<file path="src/rtl/cfg_seq_pkg.sv">
package cfg_seq_pkg;

    typedef enum logic [2:0] {
        ST_IDLE,
        ST_RST_HOLD,
        ST_RST_CHECK,
        ST_HOUSEKEEP,
        ST_CS_GAP,
        ST_STREAM,
        ST_DONE_CHECK,
        ST_ACTIVATE
    } seq_state_e;

    typedef enum logic [1:0] {
        ERR_NONE           = 2'b00,
        ERR_RESET_FAIL     = 2'b01,
        ERR_NOT_CONFIGURED = 2'b10,
        ERR_UNSUPPORTED    = 2'b11
    } seq_err_e;

endpackage

</file>
<file path="src/rtl/cfg_delay_timer.sv">
// Down-counting delay timer: load N-1 to stay N cycles in a state.
module cfg_delay_timer #(
    parameter int W = 16
) (
    input  logic         clk,
    input  logic         rst_n,
    input  logic         load_i,
    input  logic [W-1:0] value_i,
    output logic         expired_o
);

    logic [W-1:0] cnt_q;

    always_ff @(posedge clk or negedge rst_n) begin
        if (!rst_n) begin
            cnt_q <= '0;
        end else if (load_i) begin
            cnt_q <= value_i;
        end else if (cnt_q != '0) begin
            cnt_q <= cnt_q - 1'b1;
        end
    end

    assign expired_o = (cnt_q == '0);

    // an expired timer stays expired until reloaded (no wrap).
    a_r4_timer_no_wrap: assert property (@(posedge clk) disable iff (!rst_n)
        (expired_o && !load_i) |=> expired_o);

endmodule

</file>
<file path="src/rtl/cfg_spi_shifter.sv">
// Mode-0 byte shifter: MSB first, SCLK idles low, MOSI moves on falling phase.
module cfg_spi_shifter #(
    parameter int HALF = 5
) (
    input  logic       clk,
    input  logic       rst_n,
    input  logic       load_i,
    input  logic [7:0] data_i,
    output logic       active_o,
    output logic       sclk_o,
    output logic       mosi_o
);

    localparam int CW = (HALF > 1) ? $clog2(HALF) : 1;
    localparam logic [CW-1:0] PHASE_END = CW'(HALF - 1);

    logic [7:0]    shreg_q;
    logic [2:0]    bit_q;
    logic [CW-1:0] cnt_q;
    logic          active_q;
    logic          sclk_q;
    logic          mosi_q;

    always_ff @(posedge clk or negedge rst_n) begin
        if (!rst_n) begin
            shreg_q  <= '0;
            bit_q    <= '0;
            cnt_q    <= '0;
            active_q <= 1'b0;
            sclk_q   <= 1'b0;
            mosi_q   <= 1'b0;
        end else if (load_i && !active_q) begin
            shreg_q  <= data_i;
            mosi_q   <= data_i[7];
            active_q <= 1'b1;
            sclk_q   <= 1'b0;
            cnt_q    <= '0;
            bit_q    <= '0;
        end else if (active_q) begin
            if (cnt_q == PHASE_END) begin
                cnt_q <= '0;
                if (!sclk_q) begin
                    sclk_q <= 1'b1;
                end else begin
                    sclk_q <= 1'b0;
                    if (bit_q == 3'd7) begin
                        active_q <= 1'b0;
                        mosi_q   <= 1'b0;
                    end else begin
                        bit_q   <= bit_q + 3'd1;
                        shreg_q <= {shreg_q[6:0], 1'b0};
                        mosi_q  <= shreg_q[6];
                    end
                end
            end else begin
                cnt_q <= cnt_q + 1'b1;
            end
        end
    end

    assign active_o = active_q;
    assign sclk_o   = sclk_q;
    assign mosi_o   = mosi_q;

    // data is steady across the whole SCLK high phase.
    a_r5_mosi_steady_high: assert property (@(posedge clk) disable iff (!rst_n)
        (sclk_q && $past(sclk_q)) |-> $stable(mosi_q));

    // SCLK rests low whenever no byte is in flight.
    a_r5_sclk_idle_low: assert property (@(posedge clk) disable iff (!rst_n)
        !active_q |-> !sclk_q);

endmodule

</file>
<file path="src/rtl/cfg_seq.sv">
module cfg_seq
    import cfg_seq_pkg::*;
#(
    parameter int CLK_MHZ       = 200,
    parameter int RESET_HOLD_NS = 1000,
    parameter int HOUSEKEEP_US  = 1200,
    parameter int SCLK_HALF     = 5,
    parameter int ACT_BITS      = 49
) (
    input  logic       clk,
    input  logic       rst_n,
    input  logic       start_i,
    input  logic       partial_i,
    input  logic [7:0] in_data_i,
    input  logic       in_valid_i,
    input  logic       in_last_i,
    output logic       in_ready_o,
    output logic       tgt_reset_n_o,
    output logic       tgt_cs_n_o,
    output logic       tgt_sclk_o,
    output logic       tgt_mosi_o,
    input  logic       tgt_done_i,
    output logic       busy_o,
    output logic       ok_o,
    output logic [1:0] err_o,
    output logic       operating_o
);

    localparam int RST_CYC   = (RESET_HOLD_NS * CLK_MHZ + 999) / 1000;
    localparam int HK_CYC    = HOUSEKEEP_US * CLK_MHZ;
    localparam int GAP_CYC   = 2 * SCLK_HALF;
    localparam int ACT_BYTES = (ACT_BITS + 7) / 8;
    localparam int MAX_A     = (HK_CYC > RST_CYC) ? HK_CYC : RST_CYC;
    localparam int MAX_CYC   = (MAX_A > GAP_CYC) ? MAX_A : GAP_CYC;
    localparam int TW        = $clog2(MAX_CYC + 1);
    localparam int PW        = $clog2(ACT_BYTES + 1);

    // elaboration-time limits on reset hold and SCLK rate.
    if (RESET_HOLD_NS < 200) begin : g_bad_hold
        $error("cfg_seq: reset hold below 200 ns");
    end
    if (CLK_MHZ > 2 * SCLK_HALF * 25) begin : g_sclk_fast
        $error("cfg_seq: SCLK above 25 MHz");
    end
    if (CLK_MHZ < 2 * SCLK_HALF) begin : g_sclk_slow
        $error("cfg_seq: SCLK below 1 MHz");
    end

    seq_state_e    state_q, state_d;
    seq_err_e      err_q, err_val;
    logic          err_set, ok_set;
    logic          ok_q, busy_q, op_q;
    logic          rst_n_q, cs_n_q;
    logic          last_seen_q;
    logic [PW-1:0] pad_left_q;
    logic          tmr_load, tmr_expired;
    logic [TW-1:0] tmr_val;
    logic          tx_load, tx_active;
    logic [7:0]    tx_data;
    logic          accept;
    logic          ready;

    cfg_delay_timer #(.W(TW)) u_timer (
        .clk       (clk),
        .rst_n     (rst_n),
        .load_i    (tmr_load),
        .value_i   (tmr_val),
        .expired_o (tmr_expired)
    );

    cfg_spi_shifter #(.HALF(SCLK_HALF)) u_shift (
        .clk      (clk),
        .rst_n    (rst_n),
        .load_i   (tx_load),
        .data_i   (tx_data),
        .active_o (tx_active),
        .sclk_o   (tgt_sclk_o),
        .mosi_o   (tgt_mosi_o)
    );

    assign ready  = (state_q == ST_STREAM) && !tx_active && !last_seen_q;
    assign accept = ready && in_valid_i;

    // State register.
    always_ff @(posedge clk or negedge rst_n) begin
        if (!rst_n) begin
            state_q <= ST_IDLE;
        end else begin
            state_q <= state_d;
        end
    end

    // Next-state and per-cycle control.
    always_comb begin
        state_d  = state_q;
        tmr_load = 1'b0;
        tmr_val  = '0;
        tx_load  = 1'b0;
        tx_data  = in_data_i;
        err_set  = 1'b0;
        err_val  = ERR_NONE;
        ok_set   = 1'b0;
        unique case (state_q)
            ST_IDLE: begin
                if (start_i) begin
                    if (partial_i) begin
                        err_set = 1'b1;
                        err_val = ERR_UNSUPPORTED;
                    end else begin
                        state_d  = ST_RST_HOLD;
                        tmr_load = 1'b1;
                        tmr_val  = TW'(RST_CYC - 1);
                    end
                end
            end
            ST_RST_HOLD: begin
                if (tmr_expired) state_d = ST_RST_CHECK;
            end
            ST_RST_CHECK: begin
                if (tgt_done_i) begin
                    err_set = 1'b1;
                    err_val = ERR_RESET_FAIL;
                    state_d = ST_IDLE;
                end else begin
                    state_d  = ST_HOUSEKEEP;
                    tmr_load = 1'b1;
                    tmr_val  = TW'(HK_CYC - 1);
                end
            end
            ST_HOUSEKEEP: begin
                if (tmr_expired) begin
                    state_d  = ST_CS_GAP;
                    tmr_load = 1'b1;
                    tmr_val  = TW'(GAP_CYC - 1);
                end
            end
            ST_CS_GAP: begin
                if (tmr_expired) state_d = ST_STREAM;
            end
            ST_STREAM: begin
                tx_load = accept;
                if (last_seen_q && !tx_active) state_d = ST_DONE_CHECK;
            end
            ST_DONE_CHECK: begin
                if (!tgt_done_i) begin
                    err_set = 1'b1;
                    err_val = ERR_NOT_CONFIGURED;
                    state_d = ST_IDLE;
                end else begin
                    state_d = ST_ACTIVATE;
                end
            end
            ST_ACTIVATE: begin
                tx_data = 8'h00;
                if (!tx_active) begin
                    if (pad_left_q != '0) begin
                        tx_load = 1'b1;
                    end else begin
                        ok_set  = 1'b1;
                        state_d = ST_IDLE;
                    end
                end
            end
            default: state_d = ST_IDLE;
        endcase
    end

    // Registered outputs and result holding, aligned with the state register.
    always_ff @(posedge clk or negedge rst_n) begin
        if (!rst_n) begin
            rst_n_q     <= 1'b1;
            cs_n_q      <= 1'b1;
            busy_q      <= 1'b0;
            ok_q        <= 1'b0;
            err_q       <= ERR_NONE;
            op_q        <= 1'b0;
            last_seen_q <= 1'b0;
            pad_left_q  <= '0;
        end else begin
            rst_n_q <= (state_d != ST_RST_HOLD);
            cs_n_q  <= !(state_d inside {ST_RST_HOLD, ST_RST_CHECK, ST_HOUSEKEEP,
                                         ST_STREAM, ST_DONE_CHECK, ST_ACTIVATE});
            busy_q  <= (state_d != ST_IDLE);
            op_q    <= (state_d == ST_IDLE) && tgt_done_i;
            if (state_q == ST_IDLE && start_i) begin
                ok_q  <= 1'b0;
                err_q <= ERR_NONE;
            end
            if (err_set) err_q <= err_val;
            if (ok_set)  ok_q  <= 1'b1;
            if (state_q == ST_CS_GAP) begin
                last_seen_q <= 1'b0;
            end else if (accept && in_last_i) begin
                last_seen_q <= 1'b1;
            end
            if (state_q == ST_DONE_CHECK) begin
                pad_left_q <= PW'(ACT_BYTES);
            end else if (state_q == ST_ACTIVATE && tx_load) begin
                pad_left_q <= pad_left_q - 1'b1;
            end
        end
    end

    assign in_ready_o    = ready;
    assign tgt_reset_n_o = rst_n_q;
    assign tgt_cs_n_o    = cs_n_q;
    assign busy_o        = busy_q;
    assign ok_o          = ok_q;
    assign err_o         = err_q;
    assign operating_o   = op_q;

    // chip-select is low whenever the target is held in reset.
    a_r2_cs_low_under_reset: assert property (@(posedge clk) disable iff (!rst_n)
        !tgt_reset_n_o |-> !tgt_cs_n_o);

    // SCLK only toggles inside a chip-select window.
    a_r5_sclk_inside_cs: assert property (@(posedge clk) disable iff (!rst_n)
        tgt_sclk_o |-> !tgt_cs_n_o);

    // a result is only presented while idle.
    a_r10_result_when_idle: assert property (@(posedge clk) disable iff (!rst_n)
        (ok_o || err_o != 2'b00) |-> !busy_o);

    // success and an error code never coexist.
    a_r8_ok_excludes_err: assert property (@(posedge clk) disable iff (!rst_n)
        ok_o |-> (err_o == 2'b00));

    // a partial request leaves the target lines alone and stays idle.
    a_r9_partial_no_pins: assert property (@(posedge clk) disable iff (!rst_n)
        (state_q == ST_IDLE && start_i && partial_i) |=>
            (tgt_reset_n_o && tgt_cs_n_o && !busy_o && err_o == 2'b11));

    // operating is never reported mid-run.
    a_r11_not_operating_busy: assert property (@(posedge clk) disable iff (!rst_n)
        busy_o |-> !operating_o);

    // bytes are only taken inside a running chip-select window.
    a_r12_ready_in_window: assert property (@(posedge clk) disable iff (!rst_n)
        in_ready_o |-> (busy_o && !tgt_cs_n_o && tgt_reset_n_o));

endmodule

</file>
<file path="config.mk">
export PLATFORM = sky130hd
export DESIGN_NAME = cfg_seq
export DESIGN_NICKNAME = d
export VERILOG_FILES = /design/src/rtl/cfg_seq_pkg.sv /design/src/rtl/cfg_delay_timer.sv /design/src/rtl/cfg_spi_shifter.sv /design/src/rtl/cfg_seq.sv
export SDC_FILE = /design/constraint.sdc
export NUM_CORES = 1
export LEC_CHECK = 0
export BUFFER_PORTS_ARGS = -buffer_cell sky130_fd_sc_hd__buf_2
export CAP_MARGIN = 20
export CELL_PAD_IN_SITES_DETAIL_PLACEMENT = 2
export CELL_PAD_IN_SITES_GLOBAL_PLACEMENT = 2
export CORE_UTILIZATION = 40
export DETAILED_ROUTE_END_ITERATION = 12
export GPL_TIMING_DRIVEN = 0
export PLACE_DENSITY = 0.89
export SLEW_MARGIN = 0
export SYNTH_ARGS = -nofsm -noshare
export SYNTH_HDL_FRONTEND = slang
export SYNTH_SLANG_ARGS = --single-unit
</file>
<file path="constraint.sdc">
create_clock -name clk -period 4.1 [get_ports clk]
set_clock_uncertainty 0.2 [all_clocks]
set_input_delay 0.615 -clock clk [delete_from_list [all_inputs] [get_ports clk]]
set_output_delay 0.615 -clock clk [all_outputs]
set_load 0.1 [all_outputs]
</file>
Word-level counts from Yosys, hierarchy flattened

Cells that the tools add are included.

Eq/ne operators: 17
Muxes and demuxes: 74
Reduce and logical (&&, ||, !) cells: 30
Add/sub/neg operators: 4

Operators with widths:

| kind                                                 | count |
|---|---|
| 2-to-1 mux 3 bit                                     | 19 |
| 2-to-1 mux 18 bit                                    | 3 |
| one-hot mux 18 bit (3 select lines)                  | 1 |
| 2-to-1 mux 7 bit                                     | 5 |
| 2-to-1 mux 1 bit                                     | 31 |
| equality test 3 bit (second input constant)          | 9 |
| 2-to-1 mux 8 bit                                     | 3 |
| one-hot mux 3 bit (8 select lines)                   | 1 |
| zero test 18 bit                                     | 1 |
| nonzero test 18 bit                                  | 1 |
| subtractor 18 x 1 -> 18 bit (second input constant)  | 1 |
| nonzero test 2 bit                                   | 8 |
| equality test 3 x 2 -> 1 bit (second input constant) | 4 |
| 2-to-1 mux 2 bit                                     | 6 |
| logical AND 1 bit                                    | 9 |
| adder 3 x 1 -> 3 bit (second input constant)         | 2 |
| equality test 3 x 1 -> 1 bit (second input constant) | 2 |
| zero test 3 bit                                      | 2 |
| one-hot mux 1 bit (3 select lines)                   | 2 |
| one-hot mux 2 bit (3 select lines)                   | 1 |
| nonzero test 3 bit                                   | 2 |
| nonzero test 6 bit                                   | 1 |
| 2-to-1 mux 4 bit                                     | 1 |
| AND reduction 4 bit                                  | 1 |
| 7 further kinds                                      | 9 |

Register bits after elaboration: 48
Logic and storage cells: 141
Bits of input ports: 15
Output and inout port bits: 10

Depth between registers and ports, before layout

Gate-level depths: netlist of the first run.

Word-level depth: 8
Gate-level depth with buffers: 8

Hierarchy

A second synthesis of the first run with hierarchy kept.

Cell total of the unflattened synthesis: 314
Area total of the unflattened synthesis: 2925.3 sq um

Modules (own cells, without submodules):

| module          | area an instance (sq um) | cells each | instances | sequential area each (sq um) |
|---|---|---|---|---|
| cfg_delay_timer | 1141.1                   | 127        | 1         | 450.4 |
| cfg_seq         | 940.9                    | 101        | 1         | 352.8 |
| cfg_spi_shifter | 843.3                    | 86         | 1         | 400.4 |

Worst setup path after synthesis of the first run

Ideal clock, no wire load.

Path type: reg2reg
Start point: reg u_shift.sclk_q (netlist: u_shift.sclk_o)
End point: reg u_shift.shreg_q[0]
Path slack: 1.768 ns
Library setup time: 0.122 ns
Data arrival time: 2.010 ns
Clock period less this slack: 2.332 ns
Path buffers: 1
Stages on the path, launching flop included: 6
Path through: dfrtp_1 nand4_1 nor2_1 buf_1 nor2_1 a32o_1

Cells in the longest elaborated chain, start to end: 2

Ends and longest elaborated chain:

| item                                 | RTL line              | source |
|---|---|---|
| start, declared                      | cfg_spi_shifter.sv:21 | `logic sclk_q;` |
| start signal, assigned               | cfg_spi_shifter.sv:30 | `sclk_q <= 1'b0;` |
| start signal, assigned               | cfg_spi_shifter.sv:36 | `sclk_q <= 1'b0;` |
| start signal, assigned               | cfg_spi_shifter.sv:43 | `sclk_q <= 1'b1;` |
| nonzero test 2 bit (no source line)  | --                    |  |
| AND reduction 4 bit (no source line) | --                    |  |
| end signal, assigned                 | cfg_spi_shifter.sv:33 | `shreg_q <= data_i;` |
| end signal, assigned                 | cfg_spi_shifter.sv:51 | `shreg_q <= {shreg_q[6:0], 1'b0};` |
| end, declared                        | cfg_spi_shifter.sv:17 | `logic [7:0] shreg_q;` |

Every way passes these cells.
A chain may end at the register's enable or synchronous reset.

Worst setup path after layout of the first run

Start point: reg u_timer.cnt_q[0]
End point: reg u_timer.cnt_q[17]

Cells in the longest elaborated chain, start to end: 4

Ends and longest elaborated chain:

| item                                                                                | RTL line              | source |
|---|---|---|
| start, declared                                                                     | cfg_delay_timer.sv:12 | `logic [W-1:0] cnt_q;` |
| start signal, assigned                                                              | cfg_delay_timer.sv:18 | `cnt_q <= value_i;` |
| start signal, assigned                                                              | cfg_delay_timer.sv:20 | `cnt_q <= cnt_q - 1'b1;` |
| parallel branches: the longest is 4 deep, another holds subtractor 18 x 1 -> 18 bit | --                    |  |

Several ways; the timed one is not identified. The select of a mux whose other input is x is not followed.

==> results of run 1 <==
[cells by family after synthesis]
kind of cell             share of synthesized area, %
AND/OR/NAND/NOR                                 23.69
AO/OA/AOI/OAI                                   17.68
flip-flops                                      44.76
buffers and inverters                           4.373
XOR/XNOR                                        5.863
adder cells (fa/ha/maj)                         3.257
multiplexers                                   0.3723
[registers in the layout, summed over array words and instances (netlist names), 2 cells and up]
register	cells
u_shift.shreg_q	7
u_timer.cnt_q	18
state_q	3
u_shift.bit_q	3
pad_left_q	3
u_shift.cnt_q	3
err_o	2
[synthesized netlist by cell type (2+ instances only)]
cell type	count	share of area, %
xor2_1	8	2.6
nand2b_1	6	1.4
dfrtp_1	46	43
nand3_1	4	0.74
xnor2_1	10	3.3
a31oi_1	2	0.47
o21ai_0	16	3.0
nor3_1	8	1.5
nand4b_1	2	0.65
nor4_2	2	0.93
or2_2	2	0.47
ha_1	7	3.3
nor4_4	2	1.6
nor3b_1	4	1.1
o21ai_1	2	0.37
nand3b_1	2	0.56
or3_1	2	0.47
o21a_1	2	0.56
and3_1	4	0.93
a22oi_1	6	1.7
o211ai_1	2	0.56
buf_4	2	0.56
or3b_1	2	0.65
nand4_1	3	0.70
nor4_1	2	0.47
clkbuf_1	4	0.56
o31ai_1	4	1.1
dfstp_2	2	2.0
and3b_1	2	0.65
and2_1	2	0.47
a21o_1	2	0.56
inv_1	9	1.3
a21oi_1	18	3.4
nor2_1	34	4.7
nand2_1	31	4.3
buf_6	4	1.7
[final timing paths]
path                                     from            endpoint  slack (ps)  depth (start not counted)
max in group asynchronous               rst_n    u_shift.active_o        3150                          2
min in group clk           u_shift.shreg_q[6]  u_shift.shreg_q[6]         300                          2
setup / recovery             u_timer.cnt_q[0]   u_timer.cnt_q[17]        1390                          8
setup reg to reg             u_timer.cnt_q[0]   u_timer.cnt_q[17]        1390                          8
hold / removal                          rst_n    u_timer.cnt_q[5]          30                          1
hold reg to reg            u_shift.shreg_q[6]  u_shift.shreg_q[6]         300                          2
[layout make-up]
type                    count  share of cell area (%)
multi-input cells         212                   45.32
flip-flops and latches     48                   39.88
repair buffers             25                   4.643
well taps                  77                   3.192
plain buffers              12                   2.778
clock buffers               6                   2.736
inverters                   9                   1.119
clock inverters             2                  0.3317
[stage by stage]
step | cells | util, %
6_report | 391 | 46.99
5_1_grt | 391 | 46.99
4_1_cts | 390 | 46.68
3_5_place_dp | 382 | 45.24
3_3_place_gp | 382 | 45.24
2_1_floorplan | 281 | -
[worst reg2reg max path, stage by stage, from the launching register on]
cell and delay, ps:
dfrtp_1 430, inv_1 100, ha_1 190, nor3b_1 410
and4_1 300, buf_6 140, nand2_1 130, o21ai_0 540
o31ai_1 160
[power by group through the flow]
stage	Clock, mW	Sequential [mW]	Combinational [mW]
2_1_floorplan	0	0.488	0.00471
3_3_place_gp	0	0.484	0.0277
3_5_place_dp	0	0.484	0.0284
4_1_cts	0.311	0.475	0.0285
5_1_grt	0.324	0.475	0.0335
6_report	0.305	0.475	0.0298
[metal layers]
metal / vias up / GRT usage [%]
li1: 1056 / -
met1: 1143 / 27.59
met2: 26 / 41.06
met3: 7 / 3.561
met4: 0 / 6.270
met5: - / 0
==> results by group, run 1 <==
Cells and area
  – Most frequent cells in the layout: dfrtp_1 (46), nor2_1 (34), nand2_1 (31)
  – Combined flip-flop and latch cell area: 0.001204 mm²
  – Final instance area: 0.003018 mm²
  – Most common cell after layout, fill and taps aside: dfrtp_1
  – Fraction of layout instances using a drive strength above 1: 18.15%
  – Layout fillers: 697
  – Layout overhead on the synthesized area: 12.24%
  – Nets: 335
  – Area occupied by multi-input gates: 0.001368 mm²
  – ANT cells: 0

CTS
  – Cell at the root of the clock tree: clkbuf_8
  – Hold buffer count at CTS: 0
  – Clk_lat worst skew: 310 ps
  – Clk sink count: 48
  – Clock slew at reported path FFs: 100 ps
  – Clock tree from TritonCTS: done
  – Max H-tree Level: 2
  – CTS buffer count: 5
  – Buffer count from post-CTS setup fixing: 0
  – Count of instances resized after the clock tree is built: 0
  – Number of buffers on the longest clock path: 2

Yosys
  – Sequential-to-total area share from yosys stat: 44.77%
  – Synth Instances: 281
  – Number of nets produced by synthesis: 303
  – Number of distinct library cells after synthesis: 57
  – Area of the mapped netlist: 0.002689 mm²
  – Average footprint of a synthesized cell: 9.569 µm²
  – Share of flip-flops with an asynchronous set or reset after synthesis: 100.0%
  – Top_reg_cell synth: dfrtp_1
  – Number of enable-type register cells in the synthesized netlist: 0
  – Count of yosys warnings during synthesis: 0
  – Flip-flop and latch count after synthesis: 48

Critical path
  – Delay of the slowest critical-path stage: 540 ps
  – Type of the worst setup path: reg2reg
  – Top cell family by delay on the critical path: simple AND/OR/NAND/NOR gates
  – Critical path arrival: 2690 ps
  – Ordered list of cells on the worst path: inv_1, ha_1, nor3b_1, and4_1, buf_6, nand2_1, o21ai_0, o31ai_1
  – Standard cell with the maximum stage delay on the critical path: o21ai_0
  – Data required time of the worst path: 4080 ps
  – Worst Setup End Kind: flip-flop
  – Critical path launch point type: flip-flop
  – Number of buffers and inverters on the critical path: 2
  – Maximum fanout along the worst path: 5

Power
  – Maximum resistive drop on vdd: 0.1530 mV
  – Clk pwr share: 37.7%
  – Internal cell power: 0.6188 mW
  – Cell leakage power: 1.377 nW
  – Post-layout total power: 0.8100 mW
  – Switching share of power: 23.61%
  – Cell Pwr Density: 268.4 mW/mm²
  – Portion of total power attributed to sequential cells: 58.6%
  – Net switching power of the design: 0.1912 mW
  – Combinational cell fraction of total power: 3.7%

Floorplan
  – Core Area: 0.006422 mm²
  – Die Area: 0.007054 mm²
  – Horizontal extent of the die: 83.99 µm
  – Std cell rows: 29
  – Starting utilization of the core area: 41.87%
  – Die outline height: 83.99 µm
  – Number of placed I/O pins: 25

Place
  – Instance area after placement: 0.002905 mm²
  – GP Congestion: 0.7649
  – Quantity of I/O buffers inserted on ports: 24
  – Pre-CTS setup slack: 1333 ps
  – DP Wirelength: 5182 µm

STA
  – Worst slew pin tran: 1130 ps
  – Sum of negative setup slack: 0 ps
  – Max_slew headroom: 24.10%
  – Post-route minimum period: 2707 ps
  – Post-route worst setup slack: 1393 ps
  – Ratio of final minimum period to clock period: 66.03%
  – Peak clock frequency supported by timing: 369.4 MHz
  – Final Hold Violating Endpoints: 0
  – Final max-slew violation count: 0
  – Final hold slack: 30.18 ps
  – Setup repair after global routing missed its margin: false
  – Setup-failing EPs final: 0

Hold path
  – Type of the most critical hold path: in2async

Route
  – Average wire per cell in the routed design: 18.26 µm
  – Count of routing violations after the opening detailed-route iteration: 74
  – Residual antenna-violating net count after detailed routing: 0
  – Highest routed layer: met4
  – Wire length on met2: 3677 µm
  – Vias: 2232
  – Wire length the detailed router placed on met1: 3249 µm
  – Post-detailed-route DRC marker count: 0
  – Drt first pass iters: 4
  – Wire length after detailed routing: 7138 µm
  – Amount of wire on met3 after detailed routing: 143 µm
  – Vias per cell: 5.708

GRT
  – Pin count of the biggest net entering global routing: 49
  – Number of global-route vias before repair: 2545
  – GRT Util Overall: 22.60%
  – Number of antenna violations at the first check in global routing: 0
  – First-pass GRT wire length: 12640 µm
  – Gr ovfl total: 0

Run
  – Maximum capacitance violations: 0

Run status
  – Run status: complete, no violations
(Power assumes the default switching activity.)
==> run 2: changes to the inputs <==
CORE_UTILIZATION = 37   (was 40)
PLACE_DENSITY = 0.83   (was 0.89)
clock period = 2.75 ns   (was 4.1 ns; I/O delays follow)
==> run 2 against run 1 <==
Non-clock buffer count up 2. Sequential cell count stayed put. Clock power increased by 58%. Power rose by 53%. Maximum frequency rose by 13%. Critical path type unchanged.
==> results by group, run 2 (same netlist as run 1, synthesis figures left out) <==
GRT
  – Pin count of the biggest net entering global routing: 28 (was 49)
  – First-pass GRT wire length: 12040 µm (was 12640 µm)
  – GRT met1 Usage: 24.57% (was 27.59%)
  – Global routing met2 resource utilization: 37.71% (was 41.06%)
  – GR peak layer: met2 (unchanged)
  – Number of global-route vias before repair: 2496 (was 2545)
  – Global routing met3 resource utilization: 3.223% (was 3.561%)
  – Number of antenna violations at the first check in global routing: 0 (unchanged)
  – GRT Util Overall: 20.71% (was 22.60%)
  – Gr ovfl total: 0 (unchanged)

CTS
  – Clk_lat worst skew: 310 ps (about the same)
  – Clk sink count: 48 (unchanged)
  – Clock tree from TritonCTS: done (unchanged)
  – Max H-tree Level: 2 (unchanged)
  – Clock slew at reported path FFs: 90 ps (was 100 ps)
  – Cell at the root of the clock tree: clkbuf_8 (unchanged)
  – CTS buffer count: 5 (unchanged)
  – Number of buffers on the longest clock path: 2 (unchanged)

Cells and area
  – Nets: 337 (was 335)
  – Registers with the highest flip-flop counts: u_timer.cnt_q x18, u_shift.shreg_q x7 (unchanged)
  – Fraction of layout instances using a drive strength above 1: 18.35% (was 18.15%)
  – ANT cells: 0 (unchanged)
  – Register name with the most flops: u_timer.cnt_q (unchanged)
  – Max reg flops: 18 (unchanged)
  – Most common cell after layout, fill and taps aside: dfrtp_1 (unchanged)
  – Layout overhead on the synthesized area: 14.24% (was 12.24%)
  – Most frequent cells in the layout: dfrtp_1 (46), nor2_1 (34), nand2_1 (31) (unchanged)

Route
  – Drt first pass iters: 6 (was 4)
  – Wire length after detailed routing: 6993 µm (was 7138 µm)
  – Average wire per cell in the routed design: 16.97 µm (was 18.26 µm)
  – Count of routing violations after the opening detailed-route iteration: 83 (was 74)
  – Vias: 2201 (was 2232)
  – Residual antenna-violating net count after detailed routing: 0 (unchanged)
  – Post-detailed-route DRC marker count: 0 (unchanged)
  – Vias per cell: 5.342 (was 5.708)

Floorplan
  – Number of placed I/O pins: 25 (unchanged)
  – Die outline height: 87.25 µm (was 83.99 µm)
  – Die Area: 0.007612 mm² (was 0.007054 mm²)
  – Starting utilization of the core area: 38.93% (was 41.87%)
  – Std cell rows: 30 (was 29)
  – Horizontal extent of the die: 87.25 µm (was 83.99 µm)
  – Core Area: 0.006907 mm² (was 0.006422 mm²)

Critical path
  – Critical path launch point type: flip-flop (unchanged)
  – Ordered list of cells on the worst path: inv_1, ha_1, nor3b_2, nand4_1, nor2_4, o221ai_4, or3_1 (was inv_1, ha_1, nor3b_1, and4_1, buf_6, nand2_1, o21ai_0, o31ai_1)
  – Worst reg2reg path startpoint: u_timer.cnt_q[0] (unchanged)
  – Top cell family by delay on the critical path: simple AND/OR/NAND/NOR gates (unchanged)
  – Number of buffers and inverters on the critical path: 1 (was 2)
  – Type of the worst setup path: reg2reg (unchanged)
  – Standard cell with the maximum stage delay on the critical path: dfrtp_1 (was o21ai_0)
  – Worst Setup SP: u_timer.cnt_q[0] (unchanged)
  – Data required time of the worst path: 2740 ps (was 4080 ps)
  – Capture instance of the worst register-to-register path: busy_o (was u_timer.cnt_q[17])
  – FF-to-FF setup slack: 350 ps (was 1390 ps)
  – Crit path capture: busy_o (was u_timer.cnt_q[17])
  – Number of cells on the critical path: 7 (was 8)
  – Depth of the worst register-to-register path: 7 (was 8)
  – Maximum fanout along the worst path: 8 (was 5)
  – Critical path arrival: 2390 ps (was 2690 ps)
  – Delay of the slowest critical-path stage: 430 ps (was 540 ps)
  – Worst Setup End Kind: flip-flop (unchanged)

STA
  – Post-route minimum period: 2396 ps (was 2707 ps)
  – Final Hold Violating Endpoints: 0 (unchanged)
  – Max_slew headroom: 54.35% (was 24.10%)
  – Setup-failing EPs final: 0 (unchanged)
  – Peak clock frequency supported by timing: 417.3 MHz (was 369.4 MHz)
  – Ratio of final minimum period to clock period: 87.13% (was 66.03%)
  – Worst slew pin tran: 679.1 ps (was 1130 ps)
  – Setup repair after global routing missed its margin: false (unchanged)
  – Final max-slew violation count: 0 (unchanged)
  – Post-route worst setup slack: 353.8 ps (was 1393 ps)
  – Sum of negative setup slack: 0 ps (unchanged)

Power
  – Maximum resistive drop on vdd: 0.1757 mV (was 0.1530 mV)
  – Cell Pwr Density: 402.3 mW/mm² (was 268.4 mW/mm²)
  – Cell leakage power: 1.386 nW (was 1.377 nW)

Hold path
  – Type of the most critical hold path: in2reg (was in2async)
  – Hold_sp: in_data_i[7]

Run status
  – Run status: complete, no violations (unchanged)

Place
  – Quantity of I/O buffers inserted on ports: 24 (unchanged)
  – Pre-CTS setup slack: 97.73 ps (was 1333 ps)
  – GP Congestion: 0.7509 (was 0.7649)
  – DP Wirelength: 5064 µm (was 5182 µm)

Run
  – Maximum capacitance violations: 0 (unchanged)
==> run 2: cell types whose count changed in the layout (fill, tap and decap cells not counted) <==
cell           before  now
nor3b_1             4    3
clkbuf_4            0    1
dlygate4sd3_1       0    1
nor3b_2             0    1
clkinv_2            2    0
clkbuf_1            4    5
o21ai_0            16   15
clkbuf_8            6    7
o21ai_1             2    3
==> run 2: where the power goes <==
| group | total [mW] | switching (mW) | leakage, nW | internal, mW |
|---|---|---|---|---|
| sequential | 0.708 | 0.00148 | 0.591 | 0.707 |
| combinational | 0.0458 | 0.0306 | 0.744 | 0.0152 |
| clock | 0.482 | 0.251 | 0.0515 | 0.230 |
| total | 1.24 | 0.283 | 1.39 | 0.952 |
==> run 2: worst min-delay path, stage by stage <==
cell and delay [ps]:
buf_2 70, nand2_1 40, o21ai_0 70
==> run 2: metrics by stage <==
stage          power [mW]  utilization (%)  instance area, µm²  instances  hold WS [ps]
2_1_floorplan      0.7347                -                2689        281        -83.09
3_3_place_gp       0.7640            42.41                2929        401         255.7
3_5_place_dp       0.7682            42.70                2949        402         261.4
4_1_cts             1.256            44.29                3059        411         108.6
5_1_grt             1.278            44.47                3072        412         125.0
6_report            1.236            44.47                3072        412         118.4
==> run 2: how the worst min path moves through the flow <==
stage	to	depth (start not counted)
finish	u_shift.mosi_o	3
global route	u_shift.shreg_q[0]	2
detailed placement	u_shift.shreg_q[2]	2
floorplan	busy_o	0
CTS	u_shift.mosi_o	3
global placement	u_shift.shreg_q[2]	2
==> run 2: per-layer routing <==
metal  wire length [µm]  part of all wire, %  up-vias
met5                  0                    0        -
met4                137                  2.0        0
met3                184                  2.6       10
met1               3087                   44     1100
met2               3583                   51       38
li1                   -                    -     1053
==> run 2: area by class of cell <==
type / instances / area (µm²)
Multi-Input combinational cell: 212 / 1373
Timing Repair Buffer: 27 / 157.7
Sequential cell: 48 / 1204
Clock buffer: 8 / 100.1
Buffer: 12 / 83.83
Fill cell: 792 / 3835
Inverter: 9 / 33.78
Tap cell: 96 / 120.1
==> run 2: timing repair <==
action	4_1_cts	5_1_grt
hold endpoints to repair	24	0
endpoints found under the setup margin	0	6
gates resized for setup	0	2
buffers inserted	0	0
hold buffers	1	0
==> run 3: changes to the inputs <==
CORE_UTILIZATION = 40   (was 37)
PLACE_DENSITY = 0.89   (was 0.83)
clock period = 2.93 ns   (was 2.75 ns; I/O delays follow)
==> run 3 against run 2 <==
Wire length increased by 2.0%. Worst setup slack worse by 57 ps. Die area shrank 7.3%. Via count up 2.0%. Power fell by 8.3%. Register-to-register slack worse by 60 ps. Worst hold slack improved by 26 ps.
==> results by group, run 3 (same netlist as run 1, synthesis figures left out) <==
Run status
  – Run status: complete, no violations (unchanged)

CTS
  – CTS buffer count: 5 (unchanged)
  – Clk sink count: 48 (unchanged)
  – Clock tree from TritonCTS: done (unchanged)
  – Cell at the root of the clock tree: clkbuf_8 (unchanged)
  – Buffer count from post-CTS setup fixing: 0 (unchanged)
  – Max H-tree Level: 2 (unchanged)
  – Clk_lat worst skew: 310 ps (about the same)
  – Clock slew at reported path FFs: 90 ps (about the same)
  – Number of buffers on the longest clock path: 2 (unchanged)

Cells and area
  – Max reg flops: 18 (unchanged)
  – Area occupied by multi-input gates: 0.001368 mm² (was 0.001373 mm²)
  – ANT cells: 0 (unchanged)
  – Combined flip-flop and latch cell area: 0.001204 mm² (unchanged)
  – Layout overhead on the synthesized area: 12.61% (was 14.24%)
  – Final instance area: 0.003028 mm² (was 0.003072 mm²)
  – Layout fillers: 695 (was 792)
  – Most frequent cells in the layout: dfrtp_1 (46), nor2_1 (34), nand2_1 (31) (unchanged)
  – Most common cell after layout, fill and taps aside: dfrtp_1 (unchanged)
  – Nets: 336 (was 337)
  – Fraction of layout instances using a drive strength above 1: 18.10% (was 18.35%)
  – Registers with the highest flip-flop counts: u_timer.cnt_q x18, u_shift.shreg_q x7 (unchanged)
  – Register name with the most flops: u_timer.cnt_q (unchanged)

STA
  – Sum of negative setup slack: 0 ps (unchanged)
  – Post-route minimum period: 2634 ps (was 2396 ps)
  – Final max-slew violation count: 0 (unchanged)
  – Peak clock frequency supported by timing: 379.7 MHz (was 417.3 MHz)
  – Worst slew pin tran: 1132 ps (was 679.1 ps)
  – Final hold slack: 144.0 ps (was 118.4 ps)
  – Final Hold Violating Endpoints: 0 (unchanged)
  – Ratio of final minimum period to clock period: 89.88% (was 87.13%)
  – Setup repair after global routing missed its margin: false (unchanged)
  – Post-route worst setup slack: 296.4 ps (was 353.8 ps)
  – Max_slew headroom: 23.92% (was 54.35%)
  – Setup-failing EPs final: 0 (unchanged)

GRT
  – Global routing met3 resource utilization: 3.561% (was 3.223%)
  – Global routing met2 resource utilization: 41.06% (was 37.71%)
  – Gr ovfl total: 0 (unchanged)
  – GRT Util Overall: 22.60% (was 20.71%)
  – First-pass GRT wire length: 12640 µm (was 12040 µm)
  – GR peak layer: met2 (unchanged)
  – GRT met1 Usage: 27.59% (was 24.57%)
  – Number of antenna violations at the first check in global routing: 0 (unchanged)
  – Number of global-route vias before repair: 2545 (was 2496)
  – Pin count of the biggest net entering global routing: 49 (was 28)

Hold path
  – Type of the most critical hold path: in2reg (unchanged)

Critical path
  – Worst Setup End Kind: flip-flop (unchanged)
  – Critical path arrival: 2620 ps (was 2390 ps)
  – Standard cell with the maximum stage delay on the critical path: dfrtp_1 (unchanged)
  – Type of the worst setup path: reg2reg (unchanged)
  – Top cell family by delay on the critical path: simple AND/OR/NAND/NOR gates (unchanged)
  – Data required time of the worst path: 2920 ps (was 2740 ps)
  – FF-to-FF setup slack: 300 ps (was 350 ps)
  – Critical path launch point type: flip-flop (unchanged)
  – Ordered list of cells on the worst path: inv_1, ha_1, nor3b_1, nand4_1, nor2_4, o211ai_2, or3_1 (was inv_1, ha_1, nor3b_2, nand4_1, nor2_4, o221ai_4, or3_1)
  – Maximum fanout along the worst path: 8 (unchanged)
  – Delay of the slowest critical-path stage: 430 ps (about the same)
  – Number of buffers and inverters on the critical path: 1 (unchanged)

Floorplan
  – Number of placed I/O pins: 25 (unchanged)
  – Starting utilization of the core area: 41.87% (was 38.93%)
  – Core Area: 0.006422 mm² (was 0.006907 mm²)
  – Horizontal extent of the die: 83.99 µm (was 87.25 µm)
  – Die Area: 0.007054 mm² (was 0.007612 mm²)
  – Std cell rows: 29 (was 30)
  – Die outline height: 83.99 µm (was 87.25 µm)

Place
  – Instance area after placement: 0.002905 mm² (was 0.002949 mm²)
  – GP Congestion: 0.7649 (was 0.7509)
  – DP Wirelength: 5182 µm (was 5064 µm)
  – Quantity of I/O buffers inserted on ports: 24 (unchanged)
  – Pre-CTS setup slack: 163.3 ps (was 97.73 ps)

Power
  – Cell Pwr Density: 374.2 mW/mm² (was 402.3 mW/mm²)
  – Cell leakage power: 1.381 nW (was 1.386 nW)
  – Maximum resistive drop on vdd: 0.2142 mV (was 0.1757 mV)
  – Post-layout total power: 1.133 mW (was 1.236 mW)

Route
  – Drt first pass iters: 4 (was 6)
  – Post-detailed-route DRC marker count: 0 (unchanged)
  – Residual antenna-violating net count after detailed routing: 0 (unchanged)
  – Average wire per cell in the routed design: 18.20 µm (was 16.97 µm)
  – Vias: 2244 (was 2201)
  – Vias per cell: 5.724 (was 5.342)
  – Count of routing violations after the opening detailed-route iteration: 52 (was 83)
  – Wire length after detailed routing: 7135 µm (was 6993 µm)

Run
  – Maximum capacitance violations: 0 (unchanged)
[run 3: power breakdown]
| part | internal, mW | leakage, nW | switching [mW] |
|---|---|---|---|
| registers | 0.663 | 0.591 | 0.00124 |
| clock network | 0.189 | 0.0510 | 0.237 |
| logic | 0.0142 | 0.739 | 0.0284 |
| total | 0.867 | 1.38 | 0.266 |
[run 3: stage by stage]
stage / utilization, % / instances
6_report: 47.15 / 392
3_5_place_dp: 45.24 / 382
3_3_place_gp: 45.24 / 382
5_1_grt: 47.15 / 392
2_1_floorplan: - / 281
4_1_cts: 46.68 / 390
[run 3: tightest hold or removal path, cell delays in order]
cell and delay, ps:
buf_2 80, nand2_1 40, o21ai_0 60
[run 3: repair_timing]
action | CTS | global route
gates resized for setup | 0 | 1
endpoints found under the hold margin | 0 | 15
hold buffers | 0 | 1
setup endpoints to repair | 0 | 2
[run 3: layout make-up]
class / count / share of cell area, %
flip-flops and latches: 48 / 39.75
clock inverters: 2 / 0.3306
inverters: 9 / 1.116
plain buffers: 12 / 2.769
repair buffers: 26 / 4.959
clock buffers: 6 / 2.727
well taps: 77 / 3.182
multi-input cells: 212 / 45.17
[run 3: routing by layer]
metal,part of all wire [%],up-vias
met5,0,-
met4,0.95,0
met3,1.8,7
met2,51,25
met1,46,1152
li1,-,1060
[run 3: path summary, 6_finish.rpt]
| kind | end | cells past startpoint | startpoint |
|---|---|---|---|
| min in group asynchronous | u_timer.cnt_q[5] | 2 | rst_n |
| max in group asynchronous | u_shift.active_o | 3 | rst_n |
| min | u_shift.mosi_o | 3 | in_data_i[7] |
| max | busy_o | 7 | u_timer.cnt_q[0] |
| max reg2reg | busy_o | 7 | u_timer.cnt_q[0] |
| min reg2reg | u_shift.shreg_q[6] | 2 | u_shift.shreg_q[6] |
